`src/rtl/rs_pkg.sv`:
```
package rs_pkg;
    typedef enum logic [1:0] {
        SLOT_FREE  = 2'd0,
        SLOT_WAIT  = 2'd1,
        SLOT_READY = 2'd2,
        SLOT_EXEC  = 2'd3
    } slot_st_t;
endpackage

```
`src/rtl/rs_slot.sv`:
```
module rs_slot
    import rs_pkg::*;
#(
    parameter int ID_W  = 4,
    parameter int TAG_W = 5,
    parameter int AGE_W = 4
) (
    input  logic             clk,
    input  logic             rst_n,
    input  logic             flush,
    input  logic             load,
    input  logic [ID_W-1:0]  ld_id,
    input  logic [AGE_W-1:0] ld_age,
    input  logic [TAG_W-1:0] ld_s1,
    input  logic             ld_s1r,
    input  logic [TAG_W-1:0] ld_s2,
    input  logic             ld_s2r,
    input  logic [TAG_W-1:0] ld_dst,
    input  logic             bc_vld,
    input  logic [TAG_W-1:0] bc_tag,
    input  logic             pick,
    input  logic             done_vld,
    input  logic [ID_W-1:0]  done_id,
    output slot_st_t         st,
    output logic [ID_W-1:0]  q_id,
    output logic [AGE_W-1:0] q_age,
    output logic [TAG_W-1:0] q_dst
);
    slot_st_t         st_n;
    logic [TAG_W-1:0] s1_q, s2_q;
    logic             s1r_q, s2r_q, s1r_n, s2r_n;
    logic             retire;

    // operand wakeup, including same-cycle bypass for a fresh load
    always_comb begin
        if (load) begin
            s1r_n = ld_s1r || (bc_vld && bc_tag == ld_s1);
            s2r_n = ld_s2r || (bc_vld && bc_tag == ld_s2);
        end else begin
            s1r_n = s1r_q || (bc_vld && bc_tag == s1_q);
            s2r_n = s2r_q || (bc_vld && bc_tag == s2_q);
        end
        retire = done_vld && (done_id == q_id);
    end

    always_comb begin
        st_n = st;
        unique case (st)
            SLOT_FREE:  if (load) st_n = (s1r_n && s2r_n) ? SLOT_READY : SLOT_WAIT;
            SLOT_WAIT:  if (s1r_n && s2r_n) st_n = SLOT_READY;
            SLOT_READY: if (pick) st_n = SLOT_EXEC;
            SLOT_EXEC:  if (retire) st_n = SLOT_FREE;
            default:    st_n = SLOT_FREE;
        endcase
        if (flush) st_n = SLOT_FREE;
    end

    always_ff @(posedge clk or negedge rst_n) begin
        if (!rst_n) st <= SLOT_FREE;
        else        st <= st_n;
    end

    always_ff @(posedge clk or negedge rst_n) begin
        if (!rst_n) begin
            q_id  <= '0;
            q_age <= '0;
            q_dst <= '0;
            s1_q  <= '0;
            s2_q  <= '0;
            s1r_q <= 1'b0;
            s2r_q <= 1'b0;
        end else begin
            s1r_q <= s1r_n;
            s2r_q <= s2r_n;
            if (load) begin
                q_id  <= ld_id;
                q_age <= ld_age;
                q_dst <= ld_dst;
                s1_q  <= ld_s1;
                s2_q  <= ld_s2;
            end
        end
    end

    p_pick_ready_r1: assert property (@(posedge clk) disable iff (!rst_n)
        pick |-> st == SLOT_READY);

    p_hold_exec_r5: assert property (@(posedge clk) disable iff (!rst_n)
        (st == SLOT_EXEC && !flush && !retire) |=> st == SLOT_EXEC);

    p_load_free_r7: assert property (@(posedge clk) disable iff (!rst_n)
        load |-> st == SLOT_FREE);
endmodule

```
`src/rtl/rs_alloc.sv`:
```
module rs_alloc #(
    parameter int N_ENT  = 4,
    parameter int DISP_W = 4,
    localparam int LW    = (DISP_W > 1) ? $clog2(DISP_W) : 1
) (
    input  logic              clk,
    input  logic              rst_n,
    input  logic              block,
    input  logic [N_ENT-1:0]  free_vec,
    input  logic [DISP_W-1:0] vld,
    output logic [DISP_W-1:0] acc,
    output logic              stall,
    output logic [N_ENT-1:0]  ld,
    output logic [N_ENT*LW-1:0] ld_lane
);
    logic [N_ENT-1:0] avail;
    logic             full, found;

    always_comb begin
        avail   = free_vec;
        full    = block;
        acc     = '0;
        ld      = '0;
        ld_lane = '0;
        found   = 1'b0;
        for (int i = 0; i < DISP_W; i++) begin
            if (vld[i] && !full) begin
                found = 1'b0;
                for (int j = 0; j < N_ENT; j++) begin
                    if (!found && avail[j]) begin
                        found    = 1'b1;
                        avail[j] = 1'b0;
                        ld[j]    = 1'b1;
                        ld_lane[j*LW +: LW] = LW'(i);
                    end
                end
                if (found) acc[i] = 1'b1;
                else       full   = 1'b1;
            end
        end
        stall = |(vld & ~acc);
    end

    p_stall_full_r7: assert property (@(posedge clk) disable iff (!rst_n)
        (stall && !block) |-> $countones(acc) == $countones(free_vec));

    p_acc_fits_r7: assert property (@(posedge clk) disable iff (!rst_n)
        $countones(ld) == $countones(acc));
endmodule

```
`src/rtl/rs_pick.sv`:
```
module rs_pick #(
    parameter int N_ENT = 4,
    parameter int AGE_W = 4
) (
    input  logic               clk,
    input  logic               rst_n,
    input  logic [N_ENT-1:0]   rdy,
    input  logic [N_ENT*AGE_W-1:0] ages,
    output logic [N_ENT-1:0]   gnt
);
    logic [AGE_W-1:0] diff;
    logic             win;

    // slot j beats slot i when (age_j - age_i) wraps negative, or ties at a lower index
    always_comb begin
        gnt  = '0;
        diff = '0;
        win  = 1'b0;
        for (int i = 0; i < N_ENT; i++) begin
            win = rdy[i];
            for (int j = 0; j < N_ENT; j++) begin
                if (j != i && rdy[j]) begin
                    diff = ages[j*AGE_W +: AGE_W] - ages[i*AGE_W +: AGE_W];
                    if (diff[AGE_W-1] || (diff == '0 && j < i)) win = 1'b0;
                end
            end
            gnt[i] = win;
        end
    end

    p_single_issue_r2: assert property (@(posedge clk) disable iff (!rst_n)
        $onehot0(gnt));

    p_grant_when_any_r3: assert property (@(posedge clk) disable iff (!rst_n)
        (|rdy) |-> (|gnt));
endmodule

```
`src/rtl/age_rs.sv`:
```
module age_rs
    import rs_pkg::*;
#(
    parameter int N_ENT  = 4,
    parameter int DISP_W = 4,
    parameter int ID_W   = 4,
    parameter int TAG_W  = 5,
    parameter int AGE_W  = 4
) (
    input  logic                    clk,
    input  logic                    rst_n,
    input  logic                    flush,
    input  logic [DISP_W-1:0]       disp_vld,
    input  logic [DISP_W*ID_W-1:0]  disp_id,
    input  logic [DISP_W*AGE_W-1:0] disp_age,
    input  logic [DISP_W*TAG_W-1:0] disp_s1,
    input  logic [DISP_W-1:0]       disp_s1_rdy,
    input  logic [DISP_W*TAG_W-1:0] disp_s2,
    input  logic [DISP_W-1:0]       disp_s2_rdy,
    input  logic [DISP_W*TAG_W-1:0] disp_dst,
    output logic [DISP_W-1:0]       disp_acc,
    output logic                    disp_stall,
    input  logic                    bc_vld,
    input  logic [TAG_W-1:0]        bc_tag,
    input  logic                    done_vld,
    input  logic [ID_W-1:0]         done_id,
    output logic                    iss_vld,
    output logic [ID_W-1:0]         iss_id,
    output logic [TAG_W-1:0]        iss_dst
);
    localparam int LW = (DISP_W > 1) ? $clog2(DISP_W) : 1;

    slot_st_t               st [N_ENT];
    logic [N_ENT-1:0]       free_vec, rdy_vec, ld, gnt;
    logic [N_ENT*LW-1:0]    ld_lane;
    logic [N_ENT*ID_W-1:0]  q_id;
    logic [N_ENT*AGE_W-1:0] q_age;
    logic [N_ENT*TAG_W-1:0] q_dst;

    rs_alloc #(.N_ENT(N_ENT), .DISP_W(DISP_W)) u_alloc (
        .clk(clk), .rst_n(rst_n), .block(flush), .free_vec(free_vec),
        .vld(disp_vld), .acc(disp_acc), .stall(disp_stall),
        .ld(ld), .ld_lane(ld_lane)
    );

    rs_pick #(.N_ENT(N_ENT), .AGE_W(AGE_W)) u_pick (
        .clk(clk), .rst_n(rst_n), .rdy(rdy_vec), .ages(q_age), .gnt(gnt)
    );

    for (genvar g = 0; g < N_ENT; g++) begin : g_slot
        logic [LW-1:0]    lane;
        logic [ID_W-1:0]  s_id;
        logic [AGE_W-1:0] s_age;
        logic [TAG_W-1:0] s_s1, s_s2, s_dst;
        logic             s_s1r, s_s2r;

        always_comb begin
            lane  = ld_lane[g*LW +: LW];
            s_id  = disp_id [int'(lane)*ID_W  +: ID_W];
            s_age = disp_age[int'(lane)*AGE_W +: AGE_W];
            s_s1  = disp_s1 [int'(lane)*TAG_W +: TAG_W];
            s_s2  = disp_s2 [int'(lane)*TAG_W +: TAG_W];
            s_dst = disp_dst[int'(lane)*TAG_W +: TAG_W];
            s_s1r = disp_s1_rdy[lane];
            s_s2r = disp_s2_rdy[lane];
        end

        rs_slot #(.ID_W(ID_W), .TAG_W(TAG_W), .AGE_W(AGE_W)) u_slot (
            .clk(clk), .rst_n(rst_n), .flush(flush), .load(ld[g]),
            .ld_id(s_id), .ld_age(s_age), .ld_s1(s_s1), .ld_s1r(s_s1r),
            .ld_s2(s_s2), .ld_s2r(s_s2r), .ld_dst(s_dst),
            .bc_vld(bc_vld), .bc_tag(bc_tag), .pick(gnt[g]),
            .done_vld(done_vld), .done_id(done_id), .st(st[g]),
            .q_id(q_id[g*ID_W +: ID_W]), .q_age(q_age[g*AGE_W +: AGE_W]),
            .q_dst(q_dst[g*TAG_W +: TAG_W])
        );

        assign free_vec[g] = (st[g] == SLOT_FREE);
        assign rdy_vec[g]  = (st[g] == SLOT_READY);
    end

    always_comb begin
        iss_vld = |gnt;
        iss_id  = '0;
        iss_dst = '0;
        for (int g = 0; g < N_ENT; g++) begin
            if (gnt[g]) begin
                iss_id  = iss_id  | q_id [g*ID_W  +: ID_W];
                iss_dst = iss_dst | q_dst[g*TAG_W +: TAG_W];
            end
        end
    end

    p_flush_clear_r8: assert property (@(posedge clk) disable iff (!rst_n)
        flush |=> (free_vec == {N_ENT{1'b1}}) && !iss_vld);

    p_no_accept_flush_r8: assert property (@(posedge clk) disable iff (!rst_n)
        flush |-> disp_acc == '0);
endmodule

```
`config.mk`:
```
export PLATFORM = sky130hd
export DESIGN_NAME = age_rs
export DESIGN_NICKNAME = d
export VERILOG_FILES = /design/src/rtl/rs_pkg.sv /design/src/rtl/rs_slot.sv /design/src/rtl/rs_alloc.sv /design/src/rtl/rs_pick.sv /design/src/rtl/age_rs.sv
export SDC_FILE = /design/constraint.sdc
export NUM_CORES = 1
export LEC_CHECK = 0
export BUFFER_PORTS_ARGS = -buffer_cell sky130_fd_sc_hd__buf_2
export CAP_MARGIN = 20
export CORE_UTILIZATION = 50
export DETAILED_ROUTE_END_ITERATION = 16
export PLACE_DENSITY = 0.7
export SLEW_MARGIN = 20
export SYNTH_ARGS = -nofsm -noshare
export SYNTH_HDL_FRONTEND = slang
export SYNTH_HIERARCHICAL = 1
export SYNTH_SLANG_ARGS = --single-unit
```
`constraint.sdc`:
```
create_clock -name clk -period 4.35 [get_ports clk]
set_input_delay 0.87 -clock clk [delete_from_list [all_inputs] [get_ports clk]]
set_output_delay 0.87 -clock clk [all_outputs]
set_load 0.02 [all_outputs]
```
==> After elaboration in Yosys (flattened, before gate mapping) <==
Index checks and enable logic that the tools add are counted.
{ "totals": {"register_bits": 108, "elab_cells": 398} }
{ "op_classes": {"multipliers": 4, "n_reduce_logical": 94, "n_shift": 20, "eq_ne": 48, "add_sub_neg": 12, "muxes": 176, "order_cmp": 4, "bitwise_logic": 8} }
{ "op_table": {"columns": ["cell", "count"], "rows": [
  ["variable part select 20 x 32 -> 5 bit", 8],
  ["variable part select 16 x 5 -> 4 bit", 8],
  ["two-way mux 1 bit", 114],
  ["equality test 5 bit", 16],
  ["variable part select 20 x 6 -> 5 bit", 4],
  ["two-way mux 2 bit", 32],
  ["subtractor 4 bit", 12],
  ["two-way mux 4 bit", 11],
  ["logical AND 1 bit", 40],
  ["inequality test 3 x 2 -> 1 bit, second input constant", 12],
  ["one-hot mux 2 bit (4 select lines)", 4],
  ["logical NOT 4 bit", 6],
  ["two-way mux 8 bit", 3],
  ["logical OR 1 bit", 22],
  ["multiplier 2 x 3 -> 5 bit, second input constant", 4],
  ["two-way mux 5 bit", 4],
  ["binary-select mux 1 bit (select 2 bit)", 8],
  ["equality test 2 bit, second input constant", 8],
  ["equality test 4 bit", 4],
  ["logical NOT 1 bit", 16],
  ["AND reduction 4 bit", 4],
  ["OR 5 bit", 3],
  ["< comparator 2 x 3 -> 1 bit, second input constant", 4],
  ["inequality test 3 bit, second input constant", 4],
  ["6 further kinds", 15]
]} }

==> Longest topological paths before layout <==
{ "logic_depth": {"depth_word": 77, "ltp_mapped": 17, "depth_no_buf": 14} }

==> Cells and area by module <==
Netlist, hierarchy kept.
{ "modules_own_cells": {"columns": ["module", "instances", "area_per_inst_um2", "cells_each", "seq_area_each_um2"], "rows": [
  ["rs_slot", 4, 1453.9, 113, 675.6],
  ["age_rs", 1, 2824.0, 164, 0.0],
  ["rs_pick", 1, 1209.9, 148, 0.0],
  ["rs_alloc", 1, 829.5, 133, 0.0]
]} }

==> Worst setup path before layout <==
OpenSTA, ideal clock, no wires.
{ "synth_timing": {"path_type": "in2reg", "start": "input flush", "end": "register g_slot[2].u_slot.st[0]", "required_time_ps": 4228, "stages": 16, "arrival_ps": 4173, "path_slack_ps": 54, "setup_ps": 122, "cell_sequence": "nand2b_1 -> buf_2 -> maj3_1 -> o221ai_1 -> xnor2_1 -> a21oi_1 -> a211oi_1 -> buf_6 -> buf_12 -> mux4_2 -> xor2_1 -> nor4_1 -> a311o_2 -> nand4b_4 -> mux2i_1 -> o2bb2ai_1"} }
{ "synth_via": {"elab_chain_cells": 43, "elab_cells_between_ends": 96, "classes_between": "mul (1); eq/ne (6); shift (2); mux (57); reduce/logical (30)"} }
{ "synth_rtl": {"columns": ["item", "line", "rtl"], "rows": [
  ["start, declared", "age_rs.sv:12", "input logic flush,"],
  ["logical NOT 1 bit", "rs_alloc.sv:27", "if (vld[i] && !full) begin"],
  ["logical AND 1 bit", "rs_alloc.sv:27", null],
  ["two-way mux 4 bit", "rs_alloc.sv:27", null],
  ["two-way mux 1 bit", "rs_alloc.sv:30", "if (!found && avail[j]) begin"],
  ["two-way mux 1 bit", "rs_alloc.sv:27", null],
  ["logical NOT 1 bit", "rs_alloc.sv:30", null],
  ["logical AND 1 bit", "rs_alloc.sv:30", null],
  ["two-way mux 1 bit", "rs_alloc.sv:30", null],
  ["(+24 left out)", null, null],
  ["net ld_lane[4]", "age_rs.sv:35", "logic [N_ENT*LW-1:0] ld_lane;"],
  ["(+2 left out)", null, null],
  ["net g_slot[2].s_s2[4]", "age_rs.sv:54", "logic [TAG_W-1:0] s_s1, s_s2, s_dst;"],
  ["equality test 5 bit (*)", "rs_slot.sv:38", "s2r_n = ld_s2r || (bc_vld && bc_tag == ld_s2);"],
  ["logical AND 1 bit (*)", "rs_slot.sv:38", null],
  ["logical OR 1 bit (*)", "rs_slot.sv:38", null],
  ["two-way mux 1 bit (*)", "rs_slot.sv:36", "if (load) begin"],
  ["logical AND 1 bit (*)", "rs_slot.sv:49, rs_slot.sv:50", null],
  ["two-way mux 2 bit (2 in a row)", "rs_slot.sv:49", "SLOT_FREE: if (load) st_n = (s1r_n && s2r_n) ? SLOT_READY : SLOT_WAIT;"],
  ["one-hot mux 2 bit (4 select lines)", "rs_slot.sv:48", "unique case (st)"],
  ["two-way mux 2 bit", "rs_slot.sv:55", "if (flush) st_n = SLOT_FREE;"],
  ["end signal, assigned", "rs_slot.sv:60", "else st <= st_n;"],
  ["end, declared", "rs_slot.sv:24", "output slot_st_t st,"]
]} }
Mark *: on every way through the listed nets, which the timed path passes. The rest lies on a longest branch. The select of a mux whose other input is x is not followed.
A chain may end at the register's enable or synchronous reset.

==> Worst setup path after layout <==
{ "layout_timing": {"start": "input disp_vld[0]", "end": "register g_slot[2].u_slot.st[0]"} }
{ "layout_via": {"elab_chain_cells": 42, "elab_cells_between_ends": 92, "classes_between": "mul (1); eq/ne (4); shift (2); mux (56); reduce/logical (29)"} }
{ "layout_rtl": {"columns": ["item", "line", "rtl"], "rows": [
  ["start, declared", "age_rs.sv:13", "input logic [DISP_W-1:0] disp_vld,"],
  ["logical AND 1 bit (*)", "rs_alloc.sv:27", null],
  ["two-way mux 4 bit", "rs_alloc.sv:27", null],
  ["two-way mux 1 bit", "rs_alloc.sv:30", null],
  ["two-way mux 1 bit", "rs_alloc.sv:27", null],
  ["logical NOT 1 bit", "rs_alloc.sv:30", null],
  ["logical AND 1 bit", "rs_alloc.sv:30", null],
  ["two-way mux 1 bit", "rs_alloc.sv:30", null],
  ["two-way mux 1 bit", "rs_alloc.sv:27", null],
  ["(+23 left out)", null, null],
  ["net ld_lane[4]", "age_rs.sv:35", null],
  ["(+2 left out)", null, null],
  ["net g_slot[2].s_s2[3]", "age_rs.sv:54", null],
  ["equality test 5 bit (*)", "rs_slot.sv:38", null],
  ["logical AND 1 bit (*)", "rs_slot.sv:38", null],
  ["logical OR 1 bit (*)", "rs_slot.sv:38", null],
  ["two-way mux 1 bit (*)", "rs_slot.sv:36", null],
  ["logical AND 1 bit (*)", "rs_slot.sv:49, rs_slot.sv:50", null],
  ["two-way mux 2 bit (2 in a row)", "rs_slot.sv:49", null],
  ["one-hot mux 2 bit (4 select lines)", "rs_slot.sv:48", null],
  ["two-way mux 2 bit", "rs_slot.sv:55", null]
]} }
Marks and branches as above.

==> flow_metrics.py <==
metrics = {
    "placement": {
        "dpl_cell_area_um2": 12300,
        "place_hpwl_um": 23500,
        "dp.cells": 1350,
        "gp_congestion": 0.983,
        "numPortBuffers": 132,
    },
    "cts": {
        "tritoncts": "yes",
        "tritoncts_num_sinks": 108,
        "clkLatencyLatePin_ns": 0.37,
        "root_buffer": "clkbuf_16",
        "cts_buffer_depth": 2,
        "cts_buffers": 9,
        "htreeDepth": 3,
        "path_clk_slew_ns": 0.07,
    },
    "synth": {
        "synth_cell_type_count": 71,
        "synthCells": 897,
        "syn_nets": 1077,
        "synth_ff_type": "dfrtp_1",
        "synth-edff-count": 0,
        "synth_fa_ha_area_share_pct": 8.26,
        "synth-xor-area-share_pct": 9.51,
        "ys_ff_latch": 108,
        "yosys.area_share.simple_pct": 8.75,
        "syn-mean-instance-area_um2": 11.9,
        "ys_seq_area_share_pct": 25.3,
        "synthMuxAreaShare_pct": 31.9,
        "synth-compound-area-share_pct": 11.0,
        "async_flop_share_pct": 100,
        "synth_area_um2": 10700,
        "synth_warnings": 6,
        "synth_top_family_by_area": "multiplexers",
    },
    "routing": {
        "routedWlPerCell_um": 23.0,
        "drcViolationCount": 0,
        "vias_per_cell": 6.36,
        "drt_wl_total_um": 31500,
        "drt_pass1_iterations": 6,
        "vias": 8734,
        "dr.first_iter.drc_count": 760,
        "ant_nets": 0,
    },
    "power": {
        "power.switching_mw": 3.92,
        "clockPowerShare_pct": 10.3,
        "p_leak_nw": 5.33,
        "ir_drop_uv": 307,
        "p_int_mw": 5.01,
        "switching_share_pct": 43.9,
        "total_power_mw": 8.93,
        "seqPwrFrac_pct": 21.9,
        "powerDensity_nw_per_um2": 694,
        "pwr-share-comb_pct": 67.7,
    },
    "cells_and_area": {
        "num-nets-final": 1273,
        "diodes": 0,
        "layout-drive-gt1-share_pct": 45.4,
        "final_common_cell": "buf_2",
        "postLayoutCellArea_um2": 12900,
        "nFillCells": 1715,
        "area_growth_pct": 20.4,
        "layout_common_cells": "buf_2, dfrtp_1, mux2_2",
        "final_cell_count_no_fill": 1373,
    },
    "sta": {
        "skew_ns": 0.0102,
        "setup_viol": 0,
        "relSlewSlack_pct": 38.6,
        "hold_slack_ns": 0.511,
        "grt_setup_unrepaired": "yes",
        "fmax_mhz": 237,
        "slew_violations": 0,
        "min_period_over_period_pct": 97.0,
        "tightest_slew_ns": 0.921,
        "fin_crit_ns": 4.22,
        "hold_viol": 0,
    },
    "global_route": {
        "gr-total-overflow": 0,
        "grt_use_total_pct": 29.2,
        "grt_pass1_wl_um": 48700,
        "grt_pass1_vias": 8813,
        "antenna_found_initial": 0,
        "grt_max_degree": 65,
    },
    "flow_run": {
        "cap_violations": 0,
    },
    "run_status": {
        "status": "complete, no violations",
    },
    "worst_setup_path": {
        "critPathArrivalTime_ns": 4.47,
        "cp-start-kind": "input pin",
        "end_kind": "flop",
        "crit_path_max_fanout": 5,
        "critPathKind": "input pin to flop",
        "crit_required_ns": 4.60,
    },
    "die": {
        "start_util_pct": 51.0,
        "fp.dieH_um": 148,
        "rows": 53,
        "core_um2": 21000,
        "top_level_ports": 133,
        "dieArea_um2": 21900,
        "die_x_um": 148,
    },
    "min_path": {
        "hold_class": "flop to flop",
    },
}
power by group through the flow:
stage	logic [mW]	registers (mW)	clock network [mW]
final	6.05	1.96	0.921
after global routing	6.54	2.04	0.969
after CTS	5.82	1.95	0.939
after detailed placement	5.78	1.97	0
after global placement	5.66	1.94	0
after floorplan	4.18	1.86	0
what timing repair did:
| item | in CTS | in global routing |
|---|---|---|
| setup endpoints to repair | 0 | 12 |
| setup buffers | 0 | 6 |
| hold buffers | 0 | 0 |
| gates resized for setup | 0 | 34 |
flip-flops by register name (all words and copies together) (netlist names):
| signal | cells |
|---|---|
| g_slot.u_slot/q_age | 16 |
| g_slot.u_slot/q_dst | 20 |
| g_slot.u_slot/q_id | 16 |
| g_slot.u_slot/s1_q | 20 |
| g_slot.u_slot/s1r_q | 4 |
| g_slot.u_slot/s2_q | 20 |
| g_slot.u_slot/s2r_q | 4 |
| g_slot.u_slot/st | 8 |
through the flow:
step	worst slack, ns	setup TNS (ns)	util, %
3_3_place_gp	-0.242	-1.24	58.7
6_report	0.131	0	61.4
4_1_cts	0.0511	0	60.2
3_5_place_dp	-0.298	-1.60	58.7
2_1_floorplan	0.0543	0	-
5_1_grt	-0.0495	-0.0844	61.4
cell usage after synthesis, drive strengths merged (8+ instances only):
| master | instances | area (um^2) |
|---|---|---|
| a21oi | 25 | 125 |
| nor2b | 12 | 75.1 |
| nand2b | 10 | 62.6 |
| nor2 | 23 | 86.3 |
| xnor2 | 31 | 272 |
| buf | 26 | 280 |
| o21ai | 17 | 88.8 |
| dfrtp | 108 | 2700 |
| nand2 | 39 | 146 |
| nor4 | 20 | 150 |
| xor2 | 85 | 744 |
| clkbuf | 26 | 103 |
| o31ai | 10 | 75.1 |
| ha | 56 | 701 |
| a211oi | 8 | 80.1 |
| nor3 | 13 | 76.3 |
| a22oi | 24 | 180 |
| a311o | 12 | 135 |
| mux2 | 92 | 1040 |
| inv | 50 | 188 |
| mux4 | 100 | 2330 |
| a21o | 11 | 82.6 |
per-layer routing:
layer	global-route usage [%]	vias up	wire length, um
li1	-	3831	-
met1	39.6	4368	13000
met2	45.4	447	14800
met3	5.83	88	2670
met4	12.6	0	1140
met5	0	-	0
final cells by class:
type	instances	area [um^2]	area share, %
clock buffers	10	229	1.78
flip-flops and latches	108	2700	21.0
multi-input cells	687	7650	59.5
inverters	50	193	1.50
well taps	275	344	2.68
clock inverters	6	93.8	0.730
repair buffers	237	1640	12.8
critical path, cell delays in order:
cell       delay (ns)
buf_6            0.11
buf_4            0.15
o21bai_1         0.19
a41oi_4          0.20
o21ai_2          0.10
or2_1            0.26
a21o_1           0.22
a211oi_4         0.36
buf_12           0.18
mux4_2           0.54
xor2_1           0.17
nor4_2           0.29
buf_4            0.16
a311o_2          0.20
nand4b_4         0.16
mux2i_1          0.16
o2bb2ai_1        0.13
worst paths after layout:
| path | startpoint | to | slack (ns) | depth (start not counted) |
|---|---|---|---|---|
| worst max-delay path | disp_vld[0] | g_slot[2].u_slot/st[0]$_DFFE_PN0P_ | 0.13 | 17 |
| worst min-delay path | g_slot[3].u_slot/q_dst[3]$_DFFE_PN0P_ | g_slot[3].u_slot/q_dst[3]$_DFFE_PN0P_ | 0.51 | 1 |
| worst max register to register | g_slot[1].u_slot/st[1]$_DFFE_PN0P_ | g_slot[2].u_slot/st[0]$_DFFE_PN0P_ | 0.15 | 18 |
| worst min register to register | g_slot[3].u_slot/q_dst[3]$_DFFE_PN0P_ | g_slot[3].u_slot/q_dst[3]$_DFFE_PN0P_ | 0.51 | 1 |
| max in group asynchronous | rst_n | g_slot[1].u_slot/q_age[0]$_DFFE_PN0P_ | 2.98 | 2 |
| min in group asynchronous | rst_n | g_slot[1].u_slot/s1_q[4]$_DFFE_PN0P_ | 0.63 | 1 |
cell families after synthesis:
kind of cell / after synthesis
multiplexers: 196
AND/OR/NAND/NOR: 155
AO/OA/AOI/OAI: 152
XOR/XNOR: 116
flip-flops: 108
buffers and inverters: 102
adder cells (fa/ha/maj): 68
Note: power is estimated with default switching activity, not from simulation.
